$ cat config.mk
export PLATFORM = sky130hd
export DESIGN_NAME = exp_cs_decoder
export DESIGN_NICKNAME = d
export VERILOG_FILES = /design/src/rtl/exp_cs_pkg.sv /design/src/rtl/exp_cs_size_dec.sv /design/src/rtl/exp_cs_win_sel.sv /design/src/rtl/exp_cs_decoder.sv
export SDC_FILE = /design/constraint.sdc
export NUM_CORES = 1
export LEC_CHECK = 0
export BUFFER_PORTS_ARGS = -buffer_cell sky130_fd_sc_hd__buf_2
export CORE_MARGIN = 3
export CORE_UTILIZATION = 38
export DETAILED_ROUTE_END_ITERATION = 16
export MAX_ROUTING_LAYER = met4
export SLEW_MARGIN = 20
export SYNTH_ARGS = -nofsm -noshare
export SYNTH_HDL_FRONTEND = slang
export SYNTH_SLANG_ARGS = --single-unit
$ cat constraint.sdc
create_clock -name clk -period 0.9 [get_ports clk]
set_input_delay 0.18 -clock clk [delete_from_list [all_inputs] [get_ports clk]]
set_output_delay 0.18 -clock clk [all_outputs]
set_load 0.005 [all_outputs]
$ cat src/rtl/exp_cs_pkg.sv
package exp_cs_pkg;
    localparam int CS_COUNT   = 8;
    localparam int REGION_W   = 28;
    localparam int CODE_W     = 5;
    localparam int LOG_W      = 5;
    localparam int MIN_LOG2   = 9;
    localparam logic [CODE_W-1:0] CODE_WIDE = 5'b00001;
endpackage

$ cat src/rtl/exp_cs_size_dec.sv
module exp_cs_size_dec
    import exp_cs_pkg::*;
#(
    parameter int CFG_W  = CODE_W,
    parameter int LG_W   = LOG_W,
    parameter int WIDE_LG = 25
) (
    input  logic [CFG_W-1:0] code,
    output logic             is_wide,
    output logic [LG_W-1:0]  size_lg
);
    always_comb begin
        is_wide = (code == CODE_WIDE);
        if (is_wide) begin
            size_lg = LG_W'(WIDE_LG);
        end else begin
            size_lg = LG_W'(MIN_LOG2) + LG_W'(code[CFG_W-1:1]);
        end
    end
endmodule

$ cat src/rtl/exp_cs_win_sel.sv
module exp_cs_win_sel #(
    parameter int ADDR_W = 28,
    parameter int IDX_W  = 3
) (
    input  logic [ADDR_W-1:0] addr,
    input  logic              wide,
    output logic [IDX_W-1:0]  idx,
    output logic              no_window
);
    always_comb begin
        if (wide) begin
            idx       = addr[ADDR_W-1 -: IDX_W];
            no_window = 1'b0;
        end else begin
            idx       = addr[ADDR_W-2 -: IDX_W];
            no_window = addr[ADDR_W-1];
        end
    end
endmodule

$ cat src/rtl/exp_cs_decoder.sv
module exp_cs_decoder
    import exp_cs_pkg::*;
#(
    parameter int NUM_CS = CS_COUNT,
    parameter int ADDR_W = REGION_W,
    parameter int CFG_W  = CODE_W
) (
    input  logic                     clk,
    input  logic                     rst_n,
    input  logic                     req_valid,
    input  logic [ADDR_W-1:0]        req_addr,
    input  logic [NUM_CS*CFG_W-1:0]  cs_cfg,
    output logic [NUM_CS-1:0]        cs_n,
    output logic [ADDR_W-1:0]        local_off,
    output logic                     win_err
);
    localparam int IDX_W     = $clog2(NUM_CS);
    localparam int WIDE_LG   = ADDR_W - IDX_W;
    localparam int NARROW_LG = WIDE_LG - 1;

    typedef struct packed {
        logic [NUM_CS-1:0] sel_n;
        logic [ADDR_W-1:0] off;
        logic              err;
    } dec_state_t;

    logic [NUM_CS-1:0] wide_vec;
    logic [LOG_W-1:0]  lg_vec [NUM_CS];

    genvar g;
    generate
        for (g = 0; g < NUM_CS; g++) begin : g_size
            exp_cs_size_dec #(
                .CFG_W  (CFG_W),
                .LG_W   (LOG_W),
                .WIDE_LG(WIDE_LG)
            ) u_size (
                .code   (cs_cfg[g*CFG_W +: CFG_W]),
                .is_wide(wide_vec[g]),
                .size_lg(lg_vec[g])
            );
        end
    endgenerate

    logic             wide_map;
    logic [IDX_W-1:0] win_idx;
    logic             no_window;

    assign wide_map = |wide_vec;

    exp_cs_win_sel #(
        .ADDR_W(ADDR_W),
        .IDX_W (IDX_W)
    ) u_win (
        .addr     (req_addr),
        .wide     (wide_map),
        .idx      (win_idx),
        .no_window(no_window)
    );

    dec_state_t        st_d, st_q;
    logic [LOG_W-1:0]  sel_lg;
    logic [ADDR_W-1:0] size_mask;
    logic              past_size;

    always_comb begin
        sel_lg = lg_vec[win_idx];
        for (int b = 0; b < ADDR_W; b++) begin
            size_mask[b] = (LOG_W'(b) < sel_lg);
        end
        past_size = ~wide_map &&
                    ((req_addr[NARROW_LG-1:0] & ~size_mask[NARROW_LG-1:0]) != '0);

        st_d.sel_n = '1;
        st_d.off   = '0;
        st_d.err   = 1'b0;
        if (req_valid) begin
            if (no_window || past_size) begin
                st_d.err = 1'b1;
            end else begin
                st_d.sel_n[win_idx] = 1'b0;
                st_d.off            = req_addr & size_mask;
            end
        end
    end

    always_ff @(posedge clk or negedge rst_n) begin
        if (!rst_n) begin
            st_q.sel_n <= '1;
            st_q.off   <= '0;
            st_q.err   <= 1'b0;
        end else begin
            st_q <= st_d;
        end
    end

    assign cs_n      = st_q.sel_n;
    assign local_off = st_q.off;
    assign win_err   = st_q.err;
endmodule

Word level (Yosys, flattened, before mapping)
Index checks and enable logic that the tools add are counted.
{"block": "op_classes", "eq_ne": 8, "n_reduce_logical": 5, "add_sub_neg": 8, "order_cmp": 31, "n_mux": 18, "n_bitwise": 6}
{"cell": "$lt A5 B5 Y1 const A", "count": 12}
{"cell": "$mux W5", "count": 10}
{"cell": "$add A4 B4 Y5 const A", "count": 8}
{"cell": "$eq A5 B1 Y1 const B", "count": 8}
{"cell": "$lt A4 B5 Y1 const A", "count": 8}
{"cell": "$mux W37", "count": 1}
{"cell": "$mux W36", "count": 1}
{"cell": "$and A28 B28 Y28", "count": 1}
{"cell": "$and A24 B24 Y24", "count": 1}
{"cell": "$not A24 Y24", "count": 1}
{"cell": "$reduce_bool A24 Y1", "count": 1}
{"cell": "$lt A3 B5 Y1 const A", "count": 4}
{"cell": "$bmux W5 S3", "count": 1}
{"cell": "$lt A1 B5 Y1 const A", "count": 2}
{"cell": "$lt A2 B5 Y1 const A", "count": 2}
{"cell": "$not A8 Y8", "count": 1}
{"cell": "$reduce_or A8 Y1", "count": 1}
{"cell": "$ge A4 B4 Y1 const B", "count": 1}
{"cell": "$lt A3 B4 Y1 const B", "count": 1}
{"cell": "$not A3 Y4", "count": 1}
{"cell": "$demux W1 S3", "count": 1}
{"cell": "$ge A3 B1 Y1 const B", "count": 1}
{"cell": "$mux W1", "count": 3}
{"cell": "$mux W3", "count": 1}
{"cell": "other kinds (3)", "count": 4}
{"block": "totals", "word_cells": 79, "regBits": 37, "inputBits": 71}

Depth between registers and ports, before layout
{"block": "depth", "ltp_word": 15, "ltp_mapped": 16}

Cells and area by module
Synthesis repeated with hierarchy kept, for this count alone.
{"block": "hier_totals", "hier_cells": 308, "hier_area_um2": 2951.6}
{"module": "exp_cs_decoder", "cells_per_inst": 200, "seq_area_each_um2": 935.9, "instances": 1, "area_per_inst_um2": 2168.3}
{"module": "exp_cs_size_dec", "cells_per_inst": 13, "seq_area_each_um2": 0.0, "instances": 8, "area_per_inst_um2": 92.6}
{"module": "exp_cs_win_sel", "cells_per_inst": 4, "seq_area_each_um2": 0.0, "instances": 1, "area_per_inst_um2": 42.5}

Worst setup path before layout
No wires, ideal clock.
{"block": "synth_path", "path_kind": "input -> register", "from": "in cs_cfg[26]", "to": "reg st_q, in the netlist local_off[22]", "cell_stages": 14, "setup_ns": 0.107, "required_time_ns": 0.793, "path_buffers": 2, "setup_slack_ns": -2.584, "arrival_time_ns": 3.377, "path_cell_list": "or3b_1 > or3_4 > and4_1 > buf_4 > nand3_4 > nand2_4 > mux2_4 > a211oi_4 > nor3_2 > a2111oi_4 > nand4_2 > o21a_1 > buf_6 > a2111oi_4"}
{"element": "start, declared", "line": "exp_cs_decoder.sv:12", "text": "input logic [NUM_CS*CFG_W-1:0] cs_cfg,"}
{"element": "end signal, assigned", "line": "exp_cs_decoder.sv:93", "text": "st_q <= st_d;"}
{"element": "end, declared", "line": "exp_cs_decoder.sv:61", "text": "dec_state_t st_d, st_q;"}

==> impl_metrics.py <==
metrics = {
    "synth": {
        "async_reset_ff_share_pct": 100,
        "synth.net_count": 426,
        "synth_area_um2": 3030,
        "syn_inst": 347,
        "yosysMostFrequentCell": "nand2_1",
        "ys_warn_count": 0,
        "synth_flop_cell": "dfrtp_1",
        "yosys.area.top_type": "dfrtp_1",
        "synth_top_area_share_pct": 23.9,
        "synth-edff-count": 0,
        "synthTopCellsByCount": "nand2_1, nor2_1, dfrtp_1, nand3_1, a21oi_1",
        "yosysSeqAreaShare_pct": 30.9,
        "ys_seq_elements": 37,
        "synth_cell_types": 71,
        "ys_top_cells_by_area": "dfrtp_1, dfstp_2, nand2_1",
        "synth_area_per_cell_um2": 8.73,
    },
    "flow_run": {
        "drv_cap": 0,
    },
    "outcome": {
        "status": "finished with violations",
        "violations": "negative setup slack",
    },
    "cts": {
        "cts_num_sinks": 37,
        "root_buffer": "clkbuf_8",
        "cts_tree": "done",
        "cts_buffers": 5,
        "path_clk_slew_ns": 0.09,
        "htreeDepth": 2,
        "cts.path.max_buffers": 2,
    },
    "floorplanning": {
        "die_h_um": 95.3,
        "die_x_um": 95.3,
        "row_count": 31,
        "start_util_pct": 40.5,
        "ios": 108,
        "dieArea_um2": 9080,
        "core_um2": 7490,
    },
    "global_routing": {
        "grt.met2_usage_pct": 42.9,
        "grt_pass1_wl_mm": 17.8,
        "top_usage_layer": "met2",
        "grt_pass1_vias": 3654,
        "grt_usage_pct": 25.8,
        "grt_util_met3_pct": 2.13,
        "overflow": 0,
        "antenna_found_initial": 0,
        "grt_max_degree": 38,
        "met1_usage_pct": 34.3,
    },
    "route": {
        "vias": 3807,
        "wire_per_inst_um": 16.8,
        "viasPerCell": 5.31,
        "drt-total-wl_mm": 12.1,
        "drt_first_iter_violations": 147,
        "ant_nets": 0,
        "dr.pass1.iters": 5,
        "drc": 0,
    },
    "layout": {
        "drive_gt1_share_pct": 61.8,
        "fin_nets": 696,
        "antenna_cells": 0,
        "area_growth_pct": 86.9,
    },
    "timing": {
        "fin_crit_sh_pct": 394,
        "min_period_ns": 3.54,
        "maxSlewHeadroom_pct": 65.3,
        "max_freq_ghz": 0.282,
        "setup-tns-final_ns": -96.91,
        "holdWs_ns": 0.104,
        "tightestPinTransition_ns": 0.519,
        "setup_viol": 74,
        "slew_viol_final": 0,
        "grt_setup_unrepaired": "true",
        "fin_ws_ns": -2.64,
        "hold_viol_final": 0,
    },
    "placed_design": {
        "place_congestion": 0.989,
        "dp_hpwl_mm": 8.99,
        "dp_slack_ns": -3.02,
        "numPortBuffers": 107,
    },
    "worst_setup_path": {
        "crit_required_ns": 1.11,
        "arrival_ns": 3.76,
        "worstSetupEndpointType": "register",
        "path_max_fanout": 7,
        "worstSetupPathType": "in -> reg",
        "critPathLaunchType": "input port",
    },
    "power": {
        "ir_drop_uv": 806,
        "power.density_nw_per_um2": 1240,
        "leakagePower_nw": 2.71,
    },
    "hold_path": {
        "min_to": "local_off[1]",
        "min_from": "req_addr[1]",
        "min_path_cells": 3,
        "holdCritPathClass": "in -> reg",
    },
}
-- cells in the final DEF, fill, tap and decap left out, types with 3 or more instances in the layout --
cell and count:
nand4_1 4, inv_1 6, buf_4 146, a211oi_1 9
nor4_1 4, nand2_1 40, o21ai_0 4, dfrtp_1 29
xnor2_1 5, xor2_1 11, nor3_1 5, clkbuf_8 5
ha_1 8, or3_4 4, o211ai_1 13, buf_2 97
nor3_2 8, nand2_2 3, or3b_4 3, nand3_1 24
nor3_4 7, and2_1 4, nor2_4 5, nand3b_1 3
mux2i_1 7, nor2_2 8, nand2b_1 6, nand3_2 3
buf_6 29, buf_12 5, a21oi_1 12, nand4_4 3
dfstp_2 8, nor2_1 20
-- stage by stage --
stage               instance area [µm²]  util (%)  power, mW  instances
floorplan                          3070         -       3.24        347
CTS                                5140      68.6       6.33        694
global placement                   4660      62.3       4.74        667
global route                       5660      75.7       7.36        717
finish                             5660      75.7       7.02        717
detailed placement                 4660      62.3       4.76        667
-- area by class of cell --
cell class / instances / area [µm²]
multi-input combinational: 288 / 2450
timing repair buffer: 279 / 2040
fill: 558 / 1820
sequential: 37 / 936
tap: 99 / 124
clock buffer: 5 / 68.8
inverter: 6 / 22.5
clock inverter: 3 / 17.5
-- worst max-delay path: stages --
cell	delay, ns
buf_6	0.09
or3b_4	0.38
or3_4	0.43
nand4_4	0.16
buf_6	0.13
o21ai_4	0.10
nand2_8	0.12
mux2_4	0.32
a211oi_4	0.29
buf_6	0.18
nor3_4	0.06
a2111oi_4	0.38
nand4_4	0.20
buf_6	0.17
o21a_4	0.23
buf_6	0.14
nor3_4	0.18
-- metal layers --
layer	wire length (µm)	vias to the layer above	share of wire, %
met3	748	19	6.2
met5	0	-	0
met1	5160	1791	43
met4	201	0	1.7
met2	5970	159	49
li1	-	1838	-
-- cell families (layout without fill, tap and decap cells) --
kind of cell               count (synthesis)  in the layout  synth area share (%)
buffers and inverters                     24            293                  4.13
AOI/OAI and AO/OA                         81             82                  22.0
adders and majority gates                  9              9                  3.63
muxes                                      9              9                  3.55
and+or+nand+nor                          171            172                  31.2
DFF                                       37             37                  30.9
xor gates and xnor gates                  16             16                  4.62
-- how the worst max path moves through the flow --
stage                     depth (start not counted)             to       start  slack [ns]
after floorplan                                  14        cs_n[5]  cs_cfg[16]       -2.55
after global placement                           14   local_off[5]  cs_cfg[16]       -2.99
after detailed placement                         15   local_off[5]  cs_cfg[16]       -3.02
after CTS                                        16  local_off[15]  cs_cfg[27]       -2.53
after global routing                             18  local_off[19]  cs_cfg[17]       -2.73
final                                            17  local_off[19]  cs_cfg[17]       -2.64
-- power by group --
group          internal [mW]  switching (mW)
clock network          0.535           0.619
logic                   2.07            2.05
registers               1.73          0.0144
total                   4.33            2.68
-- flip-flops by register name (all words and copies together) (netlist names) --
name	count
local_off	28
win_err	1
cs_n	8
-- repair_timing --
item / CTS / global route
gates resized for setup: 45 / 71
endpoints found under the setup margin: 74 / 74
hold endpoints to repair: 29 / 0
hold buffers: 1 / 0
gates cloned: 2 / 1
pin swaps: 29 / 47
buffers inserted: 16 / 24
Power figures use the tool's default switching activity.
